==> src/rtl/mpu_perm_pkg.sv <==
package mpu_perm_pkg;

  typedef enum logic [1:0] {
    ACC_LOAD  = 2'b00,
    ACC_STORE = 2'b01,
    ACC_FETCH = 2'b10,
    ACC_RSVD  = 2'b11
  } accKind_e;

  typedef struct packed {
    logic capture;
  } ctrlStrobe_t;

  typedef struct packed {
    logic rd;
    logic wr;
    logic ex;
  } perm_t;

  localparam logic [11:0] PPB_TAG  = 12'hE00;
  localparam logic [2:0]  SYS_TAG  = 3'b111;
  localparam int          AP_LSB   = 8;
  localparam int          XN_BIT   = 12;
  localparam int          SZ_LSB   = 1;
  localparam int          EN_BIT   = 0;

  // Permission code decode; execute follows read before execute-never
  function automatic perm_t decodeAp(input logic [2:0] ap, input logic priv);
    perm_t p;
    p = '0;
    unique case (ap)
      3'b001: begin p.rd = priv;  p.wr = priv; end
      3'b010: begin p.rd = 1'b1;  p.wr = priv; end
      3'b011: begin p.rd = 1'b1;  p.wr = 1'b1; end
      3'b101: begin p.rd = priv;  p.wr = 1'b0; end
      3'b110,
      3'b111: begin p.rd = 1'b1;  p.wr = 1'b0; end
      default: p = '0;
    endcase
    p.ex = p.rd;
    return p;
  endfunction

endpackage

==> src/rtl/mpu_region_match.sv <==
module mpu_region_match (
  input  logic [31:0] addr,
  input  logic [31:0] baseWord,
  input  logic [4:0]  sizeCode,
  input  logic        enable,
  output logic        match
);
  logic [5:0]  shamt;
  logic [31:0] keepMask;

  always_comb begin
    shamt    = {1'b0, sizeCode} + 6'd1;
    keepMask = 32'hFFFF_FFFF << shamt;
    match    = enable && ((addr & keepMask) == (baseWord & keepMask));
  end
endmodule

==> src/rtl/mpu_perm_ctrl.sv <==
module mpu_perm_ctrl
  import mpu_perm_pkg::*;
(
  input  logic        clk,
  input  logic        rstN,
  input  logic        reqValid,
  output ctrlStrobe_t strobe,
  output logic        rspValid
);
  always_comb strobe.capture = reqValid;

  always_ff @(posedge clk or negedge rstN) begin
    if (!rstN) rspValid <= 1'b0;
    else       rspValid <= reqValid;
  end

  assert_rsp_follows_req_R1: assert property (@(posedge clk) disable iff (!rstN)
    reqValid |=> rspValid);
  assert_rsp_single_R1: assert property (@(posedge clk) disable iff (!rstN)
    !reqValid |=> !rspValid);
endmodule

==> src/rtl/mpu_perm_dp.sv <==
module mpu_perm_dp
  import mpu_perm_pkg::*;
#(
  parameter int NUM_REGIONS = 8
) (
  input  logic                               clk,
  input  logic                               rstN,
  input  ctrlStrobe_t                        strobe,
  input  logic                               mpuEnable,
  input  logic                               bgEnable,
  input  logic [31:0]                        reqAddr,
  input  logic [1:0]                         reqType,
  input  logic                               reqPriv,
  input  logic [NUM_REGIONS-1:0][31:0]       regionBase,
  input  logic [NUM_REGIONS-1:0][31:0]       regionSize,
  input  logic [NUM_REGIONS-1:0][31:0]       regionAttr,
  output logic                               rspHit,
  output logic                               rspMiss,
  output logic                               rspRead,
  output logic                               rspWrite,
  output logic                               rspExec,
  output logic                               rspGrant,
  output logic [$clog2(NUM_REGIONS)-1:0]     rspRegion
);
  localparam int IDX_W = $clog2(NUM_REGIONS);

  logic [NUM_REGIONS-1:0] regionMatch;
  logic [NUM_REGIONS-1:0] unusedBits;

  genvar g;
  generate
    for (g = 0; g < NUM_REGIONS; g++) begin : gRegion
      mpu_region_match u_match (
        .addr     (reqAddr),
        .baseWord (regionBase[g]),
        .sizeCode (regionSize[g][SZ_LSB+4:SZ_LSB]),
        .enable   (regionSize[g][EN_BIT]),
        .match    (regionMatch[g])
      );
      assign unusedBits[g] = ^{regionSize[g][31:6], regionAttr[g][31:13],
                               regionAttr[g][11], regionAttr[g][7:0]};
    end
  endgenerate

  logic             ppbWindow;
  logic             sysSpace;
  logic             anyMatch;
  logic [IDX_W-1:0] selIdx;
  perm_t            defPerm;
  perm_t            regPerm;
  perm_t            nextPerm;
  logic             nextHit;
  logic             nextMiss;
  logic             nextGrant;
  logic [IDX_W-1:0] nextRegion;

  // Priority scan: a later (higher-numbered) match overrides earlier ones
  always_comb begin
    anyMatch = 1'b0;
    selIdx   = '0;
    for (int i = 0; i < NUM_REGIONS; i++) begin
      if (regionMatch[i]) begin
        anyMatch = 1'b1;
        selIdx   = IDX_W'(i);
      end
    end
  end

  always_comb begin
    ppbWindow = (reqAddr[31:20] == PPB_TAG);
    sysSpace  = (reqAddr[31:29] == SYS_TAG);

    defPerm.rd = 1'b1;
    defPerm.wr = 1'b1;
    defPerm.ex = !sysSpace;

    regPerm = decodeAp(regionAttr[selIdx][AP_LSB+2:AP_LSB], reqPriv);
    if (regionAttr[selIdx][XN_BIT] || sysSpace) regPerm.ex = 1'b0;

    nextHit    = 1'b0;
    nextMiss   = 1'b0;
    nextRegion = '0;
    if (!mpuEnable || ppbWindow) begin
      nextPerm = defPerm;
    end else if (anyMatch) begin
      nextPerm   = regPerm;
      nextHit    = 1'b1;
      nextRegion = selIdx;
    end else if (bgEnable) begin
      nextPerm = defPerm;
    end else begin
      nextPerm = '0;
      nextMiss = 1'b1;
    end

    unique case (reqType)
      ACC_LOAD:  nextGrant = nextPerm.rd;
      ACC_STORE: nextGrant = nextPerm.wr;
      ACC_FETCH: nextGrant = nextPerm.ex;
      default:   nextGrant = 1'b0;
    endcase
  end

  always_ff @(posedge clk or negedge rstN) begin
    if (!rstN) begin
      rspHit    <= 1'b0;
      rspMiss   <= 1'b0;
      rspRead   <= 1'b0;
      rspWrite  <= 1'b0;
      rspExec   <= 1'b0;
      rspGrant  <= 1'b0;
      rspRegion <= '0;
    end else if (strobe.capture) begin
      rspHit    <= nextHit;
      rspMiss   <= nextMiss;
      rspRead   <= nextPerm.rd;
      rspWrite  <= nextPerm.wr;
      rspExec   <= nextPerm.ex;
      rspGrant  <= nextGrant;
      rspRegion <= nextRegion;
    end
  end

  assert_off_uses_default_R2: assert property (@(posedge clk) disable iff (!rstN)
    strobe.capture && !mpuEnable |=> !rspHit && !rspMiss && rspRead && rspWrite);
  assert_ppb_bypass_R3: assert property (@(posedge clk) disable iff (!rstN)
    strobe.capture && mpuEnable && (reqAddr[31:20] == 12'hE00) |=> !rspHit && !rspMiss);
  assert_write_needs_read_R6: assert property (@(posedge clk) disable iff (!rstN)
    rspWrite |-> rspRead);
  assert_sys_no_exec_R8: assert property (@(posedge clk) disable iff (!rstN)
    strobe.capture && (reqAddr[31:29] == 3'b111) |=> !rspExec);
  assert_miss_empty_R9: assert property (@(posedge clk) disable iff (!rstN)
    rspMiss |-> !(rspRead || rspWrite || rspExec || rspGrant || rspHit));
  assert_reserved_kind_R10: assert property (@(posedge clk) disable iff (!rstN)
    strobe.capture && (reqType == 2'b11) |=> !rspGrant);
endmodule

==> src/rtl/mpu_perm_check.sv <==
module mpu_perm_check
  import mpu_perm_pkg::*;
#(
  parameter int NUM_REGIONS = 8
) (
  input  logic                               clk,
  input  logic                               rstN,
  input  logic                               mpuEnable,
  input  logic                               bgEnable,
  input  logic                               reqValid,
  input  logic [31:0]                        reqAddr,
  input  logic [1:0]                         reqType,
  input  logic                               reqPriv,
  input  logic [NUM_REGIONS-1:0][31:0]       regionBase,
  input  logic [NUM_REGIONS-1:0][31:0]       regionSize,
  input  logic [NUM_REGIONS-1:0][31:0]       regionAttr,
  output logic                               rspValid,
  output logic                               rspHit,
  output logic                               rspMiss,
  output logic                               rspRead,
  output logic                               rspWrite,
  output logic                               rspExec,
  output logic                               rspGrant,
  output logic [$clog2(NUM_REGIONS)-1:0]     rspRegion
);
  ctrlStrobe_t strobe;

  mpu_perm_ctrl u_ctrl (
    .clk      (clk),
    .rstN     (rstN),
    .reqValid (reqValid),
    .strobe   (strobe),
    .rspValid (rspValid)
  );

  mpu_perm_dp #(.NUM_REGIONS(NUM_REGIONS)) u_dp (
    .clk        (clk),
    .rstN       (rstN),
    .strobe     (strobe),
    .mpuEnable  (mpuEnable),
    .bgEnable   (bgEnable),
    .reqAddr    (reqAddr),
    .reqType    (reqType),
    .reqPriv    (reqPriv),
    .regionBase (regionBase),
    .regionSize (regionSize),
    .regionAttr (regionAttr),
    .rspHit     (rspHit),
    .rspMiss    (rspMiss),
    .rspRead    (rspRead),
    .rspWrite   (rspWrite),
    .rspExec    (rspExec),
    .rspGrant   (rspGrant),
    .rspRegion  (rspRegion)
  );
endmodule

==> config.mk <==
export PLATFORM = sky130hd
export DESIGN_NAME = mpu_perm_check
export DESIGN_NICKNAME = d
export VERILOG_FILES = /design/src/rtl/mpu_perm_pkg.sv /design/src/rtl/mpu_region_match.sv /design/src/rtl/mpu_perm_ctrl.sv /design/src/rtl/mpu_perm_dp.sv /design/src/rtl/mpu_perm_check.sv
export SDC_FILE = /design/constraint.sdc
export NUM_CORES = 1
export LEC_CHECK = 0
export BUFFER_PORTS_ARGS = -buffer_cell sky130_fd_sc_hd__buf_2
export CAP_MARGIN = 25
export CORE_AREA = 2 2 316 318
export CTS_CLUSTER_SIZE = 12
export DETAILED_ROUTE_END_ITERATION = 8
export DIE_AREA = 0 0 318 320
export GPL_TIMING_DRIVEN = 0
export PLACE_DENSITY_LB_ADDON = 0.1
export SLEW_MARGIN = 20
export SYNTH_ARGS = -nofsm -noshare
export SYNTH_HDL_FRONTEND = slang
export SYNTH_SLANG_ARGS = --single-unit
==> constraint.sdc <==
create_clock -name clk -period 1.9 [get_ports clk]
set_clock_uncertainty 0.2 [all_clocks]
set_input_delay 0.285 -clock clk [delete_from_list [all_inputs] [get_ports clk]]
set_output_delay 0.285 -clock clk [all_outputs]
set_load 0.02 [all_outputs]
Word-level counts from Yosys, hierarchy flattened
Cells that the tools add are included.
{ "word_totals": {"ff_bits": 10, "latch_bits": 0, "ram_bits": 0, "mem_bits_ro": 0, "word_cells": 103, "n_memories": 0} }
{ "op_classes": {"addsub": 8, "mul": 0, "div": 0, "order_cmp": 1, "eq_ne": 18, "shifts": 8, "mux": 30, "bitwise_logic": 16, "reduce_logical": 14} }
{ "op_table": {"columns": ["op", "count"], "rows": [
  ["$and A32 B32 Y32", 16],
  ["$eq A32 B32 Y1", 8],
  ["$shl A32 B6 Y32 const A", 8],
  ["$bmux W32 S3", 1],
  ["$add A5 B1 Y6 const B", 8],
  ["$mux W3", 9],
  ["$mux W1", 15],
  ["$mux W13", 1],
  ["$eq A12 B12 Y1 const B", 1],
  ["$eq A3 B3 Y1 const B", 4],
  ["$pmux W2 S5", 1],
  ["$logic_and A1 B1 Y1", 8],
  ["$eq A3 B2 Y1 const B", 2],
  ["$lt A3 B4 Y1 const B", 1],
  ["$mux W2", 2],
  ["$eq A3 B1 Y1 const B", 1],
  ["$pmux W1 S3", 1],
  ["$eq A2 B1 Y1 const B", 1],
  ["$eq A2 B2 Y1 const B", 1],
  ["$logic_not A1 Y1", 2],
  ["$logic_not A2 Y1", 1],
  ["$logic_or A1 B1 Y1", 2],
  ["$reduce_or A2 Y1", 1]
]} }

Longest topological paths before layout
Gate-level depths: netlist of run 1.
{ "logic_depth": {"depth_word": 21, "mapped_depth": 18, "depth_no_buf": 16} }

Hierarchy
A second synthesis of run 1 with hierarchy kept.
{ "unflattened": {"hier_cells": 984, "hier_area_um2": 7469.7} }
{ "by_module_without_submodules": {"columns": ["mod", "n_inst", "cells_per_inst", "area_per_inst_um2", "seq_area_each_um2"], "rows": [
  ["mpu_region_match at u_dp.gRegion[1].u_match ...", 7, 113, 840.8, 0.0],
  ["mpu_perm_dp", 1, 99, 847.1, 225.2],
  ["mpu_region_match at u_dp.gRegion[0].u_match", 1, 92, 704.4, 0.0],
  ["mpu_perm_ctrl", 1, 2, 32.5, 25.0]
]} }

Least setup slack after synthesis of run 1
No wires, ideal clock.
{ "synth_timing": {"path_type": "input to register", "startpoint": "in regionSize[97] (netlist name)", "endpoint": "reg u_dp.rspGrant", "setup_time_ns": 0.135, "arrival_ns": 4.049, "slack_ns": -2.483, "path_stages": 17, "path_cell_list": "ha_1 inv_1 ha_1 clkbuf_1 nor3_1 o211ai_1 a22o_1 or4_1 a221oi_2 nor2_1 a21o_1 buf_6 nand2_4 mux4_1 mux2_4 o311ai_4 o32ai_2"} }
{ "synth_via": {"elab_chain_len": 19, "elab_cells_between_ends": 31, "classes_between": "add/sub (1); eq/ne (7); shift (1); mux (17); bitwise (2); reduce/logical (3)"} }
{ "synth_rtl": {"columns": ["item", "line", "text"], "rows": [
  ["start: declaration", "mpu_perm_check.sv:15", "input logic [NUM_REGIONS-1:0][31:0] regionSize,"],
  ["$add A5 B1 Y6 *", "mpu_region_match.sv:12", "shamt = {1'b0, sizeCode} + 6'd1;"],
  ["$shl A32 B6 Y32 *", "mpu_region_match.sv:13", "keepMask = 32'hFFFF_FFFF << shamt;"],
  ["$and A32 B32 Y32", "mpu_region_match.sv:14", "match = enable && ((addr & keepMask) == (baseWord & keepMask));"],
  ["$eq A32 B32 Y1 *", "mpu_region_match.sv:14", null],
  ["$logic_and A1 B1 Y1 *", "mpu_region_match.sv:14", null],
  ["$mux W2", "mpu_perm_dp.sv:62", "if (regionMatch[i]) begin"],
  ["$mux W3 (4 in series)", "mpu_perm_dp.sv:62", null],
  ["$bmux W32 S3", "mpu_perm_dp.sv:77, mpu_perm_dp.sv:78", null],
  ["$mux W13 (not written as such)", "mpu_perm_dp.sv:77", "regPerm = decodeAp(regionAttr[selIdx][AP_LSB+2:AP_LSB], reqPriv);"],
  ["$eq A3 B3 Y1", "mpu_perm_pkg.sv:31", "unique case (ap)"],
  ["$reduce_or A2 Y1", "mpu_perm_pkg.sv:31", null],
  ["$pmux W2 S5", "mpu_perm_pkg.sv:31", null],
  ["$mux W1", "mpu_perm_dp.sv:78", "if (regionAttr[selIdx][XN_BIT] || sysSpace) regPerm.ex = 1'b0;"],
  ["$mux W3 *", "mpu_perm_dp.sv:85", "end else if (anyMatch) begin"],
  ["$mux W3 *", "mpu_perm_dp.sv:83", "if (!mpuEnable || ppbWindow) begin"],
  ["$pmux W1 S3 *", "mpu_perm_dp.sv:96", "unique case (reqType)"],
  ["end signal: assignment", "mpu_perm_dp.sv:119", "rspGrant <= nextGrant;"],
  ["end: declaration", "mpu_perm_dp.sv:22", "output logic rspGrant,"]
]} }
Every way passes the cells marked *; elsewhere a longest branch is shown, timed or not. The select of a mux whose other input is x is not followed.
A chain may end at the register's enable or synchronous reset.

Final worst setup path of run 1
{ "layout_timing": {"startpoint": "in regionSize[98] (netlist name)", "endpoint": "reg u_dp.rspRead"} }
{ "layout_via": {"elab_chain_len": 17, "elab_cells_between_ends": 28, "classes_between": "add/sub (1); eq/ne (7); shift (1); mux (15); bitwise (2); reduce/logical (2)"} }
{ "layout_rtl": {"columns": ["item", "line", "text"], "rows": [
  ["$add A5 B1 Y6 *", "mpu_region_match.sv:12", null],
  ["$shl A32 B6 Y32 *", "mpu_region_match.sv:13", null],
  ["$and A32 B32 Y32", "mpu_region_match.sv:14", null],
  ["$eq A32 B32 Y1 *", "mpu_region_match.sv:14", null],
  ["$logic_and A1 B1 Y1 *", "mpu_region_match.sv:14", null],
  ["$mux W2", "mpu_perm_dp.sv:62", null],
  ["$mux W3 (4 in series)", "mpu_perm_dp.sv:62", null],
  ["$bmux W32 S3", "mpu_perm_dp.sv:77", null],
  ["$mux W13 (not written as such)", "mpu_perm_dp.sv:77", null],
  ["$eq A3 B3 Y1", "mpu_perm_pkg.sv:31", null],
  ["$reduce_or A2 Y1", "mpu_perm_pkg.sv:31", null],
  ["$pmux W2 S5", "mpu_perm_pkg.sv:31", null],
  ["$mux W3 *", "mpu_perm_dp.sv:85", null],
  ["$mux W3 *", "mpu_perm_dp.sv:83", null],
  ["end signal: assignment", "mpu_perm_dp.sv:116", "rspRead <= nextPerm.rd;"],
  ["end: declaration", "mpu_perm_dp.sv:19", "output logic rspRead,"]
]} }
Marked as above.

==> results of run 1 <==
layout by cell type (no fill, tap or decap), types with 18 or more instances in the layout:
master,count
inv_1,42
buf_4,65
o22ai_1,27
xnor2_1,145
buf_2,346
xor2_1,127
o21ai_0,47
nor2_1,45
nand2b_1,19
a21oi_1,38
nand2_1,58
nand3_1,33
nor3_1,18
power by group:
part | switching (W) | leakage, nW | total, W | internal [W]
sequential | 0.0000116 | 0.128 | 0.000243 | 0.000231
clock | 0.0000914 | 0.0371 | 0.000364 | 0.000272
combinational | 0.00186 | 4.45 | 0.00313 | 0.00127
worst max-delay path: stages:
cell	delay, ns
buf_8	0.11
ha_4	0.16
inv_4	0.05
ha_4	0.22
nor2_4	0.13
o21ai_1	0.06
or4_1	0.53
or4_4	0.58
a221oi_4	0.29
buf_12	0.17
nor2_4	0.04
a21o_4	0.22
nand2_8	0.08
mux4_2	0.49
mux2_4	0.30
o311ai_4	0.32
o21ai_1	0.11
kinds of logic (layout without fill, tap and decap cells):
kind of cell / Yosys count / count (layout) / share of synthesized area (%)
XOR/XNOR: 286 / 286 / 34.8
AO/OA/AOI/OAI: 282 / 282 / 27.7
AND/OR/NAND/NOR: 270 / 270 / 19.4
buffers and inverters: 103 / 492 / 6.73
adder cells (fa/ha/maj): 35 / 35 / 5.90
multiplexers: 10 / 10 / 1.94
flip-flops: 10 / 10 / 3.44
other: 0 / 17 / 0
flip-flops by register name, summed over array words and instances (netlist names):
register         cells
u_dp.rspWrite        1
u_dp.rspHit          1
u_dp.rspMiss         1
u_dp.rspExec         1
u_ctrl.rspValid      1
u_dp.rspRegion       3
u_dp.rspGrant        1
u_dp.rspRead         1
area by class of cell:
| type | count | area share, % |
|---|---|---|
| Multi-Input combinational cell | 883 | 60.3 |
| Clock buffer | 3 | 0.628 |
| Tap cell | 1287 | 13.5 |
| Buffer | 52 | 3.42 |
| Sequential cell | 10 | 2.09 |
| Inverter | 49 | 1.68 |
| Timing Repair Buffer | 388 | 18.0 |
| Antenna cell | 17 | 0.356 |
through the flow:
step	hold WS [ns]	cell area (sq um)	worst slack [ns]	total power, W
floorplan	-0.211	7430	-2.19	0.00178
global placement	-0.0403	10800	-3.79	0.00315
detailed placement	-0.0348	10800	-3.78	0.00313
CTS	0.0889	11700	-2.52	0.00375
global route	0.0889	11900	-2.52	0.00402
finish	0.0867	11900	-2.39	0.00373
routing by layer:
metal | global-route usage [%] | vias to the layer above | wire length, microns
li1 | - | 4398 | -
met1 | 18.3 | 4578 | 32900
met2 | 20.3 | 425 | 29300
met3 | 3.61 | 89 | 5360
met4 | 1.85 | 54 | 1020
met5 | 0 | - | 340
repair_timing:
action,in CTS,in global routing
pin swaps,32,25
buffers inserted,35,8
gates resized for setup,136,23
cloned,0,0
endpoints found under the setup margin,9,9
hold buffers,1,0
hold endpoints to repair,10,0
final timing paths:
kind | to | slack [ns] | startpoint
worst min register to register | u_dp.rspHit | 0.28 | u_dp.rspHit
worst max register to register | u_dp.rspRegion[0] | 0.99 | u_dp.rspRegion[0]
worst min-delay path | u_ctrl.rspValid | 0.09 | reqValid
worst max-delay path | u_dp.rspRead | -2.39 | regionSize[98]
max in group asynchronous | u_dp.rspRegion[2] | 1.05 | rstN
min in group asynchronous | u_dp.rspHit | 0.25 | rstN
==> metrics.cfg, run 1 <==
[run_status]
status=finished with violations
violations=negative setup slack

[sta]
hold_viol=0
fin_ws_ns=-2.39
max_freq_mhz=233
maxSlewViolCount=0
fin_crit_ns=4.29
fin_crit_sh_pct=226
tightest_slew_ns=0.724
setup_tns_ns=-15.99
relSlewSlack_pct=51.4
rsz0062_at_grt=true
setup_violations=9

[critical_path]
reg2reg_depth=1
worstPathMaxFanout=5
start_kind=input pin
crit_arrival_ns=4.19
worstSetupPathType=in -> reg
endpoint_kind=flip-flop
crit_required_ns=1.80

[clocking]
clk_path_buf_depth=2
cts_tree=yes
cts-buffers-inserted=3
clk_pin_slew_worst_paths_ns=0.04
insertion_delay_ns=0.23
htreeDepth=1
cts_sinks=10
cts-root-buf=clkbuf_16

[routing]
drt-vias-per-instance=3.55
dr.pass1.iters=5
wl_per_cell_microns=25.6
drtAntennaViolNets=0
drtIter0Drc=571
drt_wl_total_microns=69000
vias=9544
drc=0

[place]
place_inst=2628
routabilityCongestion=0.767
hpwl_microns=57000
io_buffers=345

[logic_synthesis]
synthTopCellsByCount=150 x xnor2_1, 132 x xor2_1, 61 x nand2_1, 55 x o21ai_0, 52 x nor2_1
syn-num-nets=1835
yosysMostFrequentCell=xnor2_1
avgSynthCellArea_sq_um=7.30
syn_area_sq_um=7270
synth_edf_count=0
yosys_warnings=0
synth_ff_type=dfrtp_1
synth_area_leaders=xnor2_1 18%, xor2_1 16%, ha_1 5.3%, o21ai_0 3.8%, dfrtp_1 3.4%
netlist_instances=996
yosysUniqueCellTypes=90
yosys_register_bits=10
synth_top_area_share_pct=18.1
yosys.area.top_type=xnor2_1
async_reset_ff_share_pct=100
ys_seq_area_share_pct=3.44

[grt]
overflow=0
grt_usage_pct=13.1
first_global_vias=10400
antenna_found_initial=59
grt_max_degree=11
grt_pass1_wl_microns=91500

[finish]
layout.nets=2226
syn_to_final_growth_pct=64.2
fillCellCount=11500
drive_gt1_share_pct=40.4
multi_input_area_sq_um=7210
seqCellArea_sq_um=250
layout.cells.non_filler=2689
final_util_pct=12.2

[floorplan]
rows=115
ioPinCount=818
dieHeight_microns=320
core-area_sq_um=98000
die_area_sq_um=102000
start_util_pct=7.42
die_w_microns=318

[flow_run]
drv_cap=0

[power]
power.density_nw_per_um2=312
total_leakage_power_nw=4.61
max-vdd-ir-drop_mv=0.227

[hold_path]
hp-class=in -> reg
min_path_cells=1

Power figures use the tool's default switching activity.
==> run 2: changes to the inputs <==
HOLD_SLACK_MARGIN = 0.15   (was unset)
==> run 2 against run 1 <==
Against the previous run:
- the flow still finishes with violations (negative setup slack)
- clock power hardly changed
- global-route usage is essentially flat
- maximum frequency rose by 0.20%
- sequential power is essentially flat
- non-clock buffer count rose by 1
- first-iteration DRC count shrank 5.3%
- utilization is essentially flat
- final cell count rose by 0.15%
- clock-buffer cell count stayed put
- routed wire length about the same
- register-to-register slack is essentially flat
==> metrics.cfg, run 2 (synthesis gave the netlist of run 1 again) <==
[power]
power.net_switching_w=0.00196  ; -0.15%
p_int_w=0.00177  ; about the same
power.density_nw_per_um2=312  ; -0.19%
seqPwrFrac_pct=6.5  ; about the same
p_clk_share_pct=9.7  ; about the same
max-vdd-ir-drop_mv=0.226  ; -0.12%
pwr-share-comb_pct=83.8  ; about the same
total_leakage_power_nw=4.62  ; about the same
power_switching_share_pct=52.5  ; -0.054 points

[clocking]
clk_path_buf_depth=2  ; unchanged
cts_sinks=10  ; unchanged
cts_tree=yes
htreeDepth=1  ; unchanged
clk_pin_slew_worst_paths_ns=0.04  ; about the same
cts-root-buf=clkbuf_16
insertion_delay_ns=0.23  ; about the same
cts-buffers-inserted=3  ; unchanged

[routing]
wl_per_cell_microns=25.6  ; -0.19%
drtIter0Drc=541  ; -5.3%
drt-vias-per-instance=3.54  ; -0.30%
drc=0  ; unchanged
drtAntennaViolNets=0  ; unchanged
vias=9530  ; -0.15%
drt_wl_total_microns=68900  ; about the same
dr.pass1.iters=5  ; unchanged

[sta]
fin_crit_sh_pct=225  ; -0.45 points
fin_ws_ns=-2.38  ; +0.00848 ns
maxSlewViolCount=0  ; unchanged
tightest_slew_ns=0.723  ; -0.000805 ns
setup_violations=9  ; unchanged
rsz0062_at_grt=true
hold_viol=0  ; unchanged
max_freq_mhz=233  ; +0.20%
relSlewSlack_pct=51.4  ; +0.054 points
setup_tns_ns=-15.92  ; +0.0686 ns
hold_slack_ns=0.236  ; +0.149 ns
fin_crit_ns=4.28  ; -0.00848 ns

[place]
hpwl_microns=57000  ; unchanged
io_buffers=345  ; unchanged
routabilityCongestion=0.767  ; unchanged

[hold_path]
hp-class=in -> reg
hold_path_startpoint=bgEnable
min_path_cells=3  ; +2
whs_endpoint=u_dp.rspMiss

[critical_path]
crit_buf_inv=1  ; -2
start_kind=input pin
reg2reg_depth=1  ; unchanged
worstSetupPathType=in -> reg
crit_slowest_cell=or4_1
r2r-end=u_dp.rspRegion[0]
crit_family=simple AND/OR/NAND/NOR gates
slowest_delay_ns=0.61  ; +0.03 ns
endpoint_kind=flip-flop
crit_arrival_ns=4.18  ; about the same
crit_required_ns=1.80  ; about the same
regToRegStartpoint=u_dp.rspRegion[0]
ff2ff_setup_slack_ns=0.99  ; about the same
crit_chain=buf_8 -> xor2_1 -> or4_1 -> nor4_4 -> a31oi_1 -> nand2_1 -> a41oi_2 -> or4_4 -> a21o_4 -> nand2_8 -> mux4_2 -> mux2_4 -> o311ai_4 -> o21ai_1
worstPathMaxFanout=10  ; +5

[finish]
final_common_cell=buf_2
drive_gt1_share_pct=40.4  ; about the same
largest_register_ff_count=3  ; unchanged
syn_to_final_growth_pct=64.5
top_register=u_dp.rspRegion
fillCellCount=11500  ; +0.0087%
multi_input_area_sq_um=7210  ; unchanged
final_cell_mix=346 x buf_2, 145 x xnor2_1, 127 x xor2_1, 65 x buf_4, 58 x nand2_1
seqCellArea_sq_um=250  ; unchanged
layout.nets=2227  ; +0.045%

[floorplan]
start_util_pct=7.42  ; unchanged
rows=115  ; unchanged
die_area_sq_um=102000  ; unchanged
dieHeight_microns=320  ; unchanged
ioPinCount=818  ; unchanged
die_w_microns=318  ; unchanged
core-area_sq_um=98000  ; unchanged

[grt]
grt_pass1_wl_microns=91600  ; about the same
antenna_found_initial=59  ; unchanged
first_global_vias=10400  ; +0.029%
grt_usage_pct=13.1  ; about the same
grt_max_degree=11  ; unchanged
overflow=0  ; unchanged

[run_status]
violations=negative setup slack
status=finished with violations

[flow_run]
drv_cap=0  ; unchanged

[run 2: final cells by class]
class / count / share of cell area, %
inverter: 49 / 1.67
antenna: 20 / 0.418
tap: 1287 / 13.5
timing repair buffer: 389 / 18.1
sequential: 10 / 2.09
buffer: 52 / 3.42
clock buffer: 3 / 0.627
multi-input combinational: 883 / 60.2
[run 2: power by group through the flow]
stage / clock [W] / sequential, W / combinational (W)
floorplan: 0 / 0.000264 / 0.00151
global placement: 0 / 0.000247 / 0.00290
detailed placement: 0 / 0.000246 / 0.00288
CTS: 0.000371 / 0.000244 / 0.00313
global route: 0.000384 / 0.000246 / 0.00339
finish: 0.000363 / 0.000243 / 0.00312
[run 2: metrics by stage]
step	total power (W)	std cells	util (%)	area, sq um	worst slack (ns)
floorplan	0.00178	996	-	7430	-2.19
detailed placement	0.00313	2628	11.0	10800	-3.78
finish	0.00373	2693	12.2	12000	-2.38
global placement	0.00315	2628	11.0	10800	-3.79
CTS	0.00375	2666	12.0	11700	-2.52
global route	0.00402	2682	12.2	11900	-2.52
[run 2: repair_timing]
| item | CTS | global route |
|---|---|---|
| endpoints found under the setup margin | 9 | 9 |
| gates resized for setup | 136 | 23 |
| gates cloned | 0 | 0 |
| pin swaps | 32 | 25 |
| hold buffers | 2 | 0 |
| setup buffers | 35 | 8 |
| endpoints found under the hold margin | 11 | 0 |
[run 2: layer usage]
layer	track usage, %	vias up	wire length, microns
met5	0	-	342
met4	1.85	54	1010
met3	3.61	88	5540
met2	20.3	385	29300
met1	18.3	4598	32700
li1	-	4405	-
[run 2: how the worst max path moves through the flow]
stage / from / to / slack (ns) / cells past startpoint
after floorplan: regionSize[97] / u_dp.rspGrant / -2.19 / 16
after global placement: reqAddr[10] / u_dp.rspGrant / -3.79 / 14
after detailed placement: reqAddr[12] / u_dp.rspExec / -3.78 / 13
after CTS: regionSize[98] / u_dp.rspRead / -2.52 / 18
after global routing: regionSize[98] / u_dp.rspRead / -2.52 / 17
final: reqAddr[24] / u_dp.rspRead / -2.38 / 14
==> run 3: changes to the inputs <==
GPL_TIMING_DRIVEN = 1   (was 0)
RECOVER_POWER = 25   (was unset)
==> run 3 against run 2 <==
Against the previous run:
- the run still ends with negative setup slack left
- routed wire length increased by 8.5%
- cell area increased by 18%
- combinational power increased by 21%
- total power increased by 17%
- clock-buffer cell count unchanged
- final cell count increased by 10%
- critical endpoint is now u_dp.rspGrant
- largest cell class unchanged
==> metrics.cfg, run 3 (synthesis gave the netlist of run 1 again) <==
[run_status]
status=finished with violations
violations=negative setup slack

[routing]
dr.pass1.iters=5  ; unchanged
drt_wl_total_microns=74800  ; +8.5%
drc=0  ; unchanged
drtIter0Drc=733  ; +35%
drt-vias-per-instance=3.55  ; +0.33%
drtAntennaViolNets=0  ; unchanged
vias=10500  ; +11%
wl_per_cell_microns=25.2  ; -1.6%

[clocking]
cts-root-buf=clkbuf_16
clk_pin_slew_worst_paths_ns=0.04  ; about the same
cts_tree=yes
htreeDepth=1  ; unchanged
clk_path_buf_depth=2  ; unchanged
cts-buffers-inserted=3  ; unchanged
cts_sinks=10  ; unchanged
insertion_delay_ns=0.23  ; about the same

[finish]
drive_gt1_share_pct=49.9  ; +9.5 points
layout.nets=2516  ; +13%
largest_register_ff_count=3  ; unchanged
final_cell_mix=370 x buf_2, 320 x buf_4, 139 x xnor2_1, 129 x xor2_1, 61 x nand2_1
final_util_pct=14.4  ; +2.2 points
top_register=u_dp.rspRegion
design_area_sq_um=14100  ; +18%
final_common_cell=buf_2
syn_to_final_growth_pct=93.9

[sta]
max_freq_mhz=232  ; -0.56%
hold_viol=0  ; unchanged
setup_violations=9  ; unchanged
fin_crit_ns=4.31  ; +0.0243 ns
maxSlewViolCount=0  ; unchanged
fin_crit_sh_pct=227  ; +1.3 points
relSlewSlack_pct=62.1  ; +11 points
tightest_slew_ns=0.566  ; -0.157 ns
fin_ws_ns=-2.41  ; -0.0243 ns
rsz0062_at_grt=true
setup_tns_ns=-17.08  ; -1.16 ns

[floorplan]
die_area_sq_um=102000  ; unchanged
dieHeight_microns=320  ; unchanged
core-area_sq_um=98000  ; unchanged
ioPinCount=818  ; unchanged
rows=115  ; unchanged
start_util_pct=7.42  ; unchanged
die_w_microns=318  ; unchanged

[place]
hpwl_microns=67700  ; +19%
dp_slack_ns=-3.15  ; +0.630 ns
routabilityCongestion=0.852  ; +11%
place_area_sq_um=13400  ; +24%
io_buffers=385  ; +12%

[grt]
grt_max_degree=11  ; unchanged
antenna_found_initial=41  ; -31%
grt_pass1_wl_microns=98000  ; +7.1%
first_global_vias=11200  ; +8.0%
grt_usage_pct=14.2  ; +1.1 points
overflow=0  ; unchanged

[critical_path]
crit_arrival_ns=4.21  ; +0.03 ns
worstPathMaxFanout=7  ; -3
endpoint_kind=flip-flop
worstSetupPathType=in -> reg
crit_required_ns=1.80  ; about the same
ff2ff_setup_slack_ns=0.99  ; about the same
start_kind=input pin

[power]
power.density_nw_per_um2=310  ; -0.46%
max-vdd-ir-drop_mv=0.206  ; -8.8%
total_leakage_power_nw=6.07  ; +31%

[hold_path]
hp-class=reg -> reg

[flow_run]
drv_cap=0  ; unchanged

[run 3: cell count changes in the layout (fill, tap and decap cells not counted), sizes merged]
cell	delta
inv	+1
clkbuf	-7
clkinvlp	-1
diode	-13
buf	+296
[run 3: path summary, 6_finish.rpt]
kind / startpoint / to / cells past startpoint
max in group asynchronous: rstN / u_dp.rspRegion[1] / 2
min in group asynchronous: rstN / u_dp.rspMiss / 2
hold / removal: u_dp.rspHit / u_dp.rspHit / 1
hold reg to reg: u_dp.rspHit / u_dp.rspHit / 1
setup reg to reg: u_dp.rspRegion[0] / u_dp.rspRegion[0] / 1
setup / recovery: regionSize[97] / u_dp.rspGrant / 18
[run 3: layer usage]
layer  vias up  part of all wire [%]  routed length [microns]  GRT usage, %
li1       4961                     -                        -             -
met4        38                   1.0                      753          1.23
met5         -                  0.32                      241             0
met3        65                   7.2                     5390          3.43
met1      5022                    49                    36500          20.2
met2       455                    43                    31900          22.2
[run 3: worst max-delay path, stage by stage]
cell	delay (ns)
buf_8	0.10
ha_4	0.16
inv_2	0.06
ha_4	0.23
buf_6	0.15
nor3_2	0.14
o211ai_1	0.11
a22o_1	0.21
or4_4	0.49
a221oi_4	0.52
buf_6	0.19
nor2_4	0.04
a21o_4	0.22
nand2_8	0.07
mux4_2	0.49
mux2_4	0.30
o311ai_4	0.31
o32ai_2	0.12
[run 3: layout make-up]
class	count	area (sq um)
antenna	7	17.5
fill	11300	83900
clock buffer	3	75.1
sequential	10	250
multi-input combinational	883	7110
timing repair buffer	730	4860
inverter	49	184
tap	1287	1610
[run 3: power breakdown]
group | total, W | internal [W] | switching, W | leakage (nW)
combinational | 0.00378 | 0.00174 | 0.00204 | 5.90
clock | 0.000354 | 0.000271 | 0.0000824 | 0.0370
sequential | 0.000244 | 0.000231 | 0.0000127 | 0.128
total | 0.00438 | 0.00225 | 0.00213 | 6.07
[run 3: repair_timing]
| item | in CTS | in global routing |
|---|---|---|
| pin swaps | 25 | 32 |
| endpoints found under the hold margin | 11 | 0 |
| resized for setup | 68 | 41 |
| buffers inserted | 4 | 5 |
| endpoints found under the setup margin | 9 | 9 |
| hold buffers | 2 | 0 |
[run 3: through the flow]
stage          hold WS, ns  power [W]  cells
2_1_floorplan       -0.211    0.00178    996
3_3_place_gp       -0.0345    0.00394   2948
3_5_place_dp       -0.0376    0.00390   2948
4_1_cts              0.254    0.00439   2957
5_1_grt              0.296    0.00471   2964
6_report             0.271    0.00438   2969
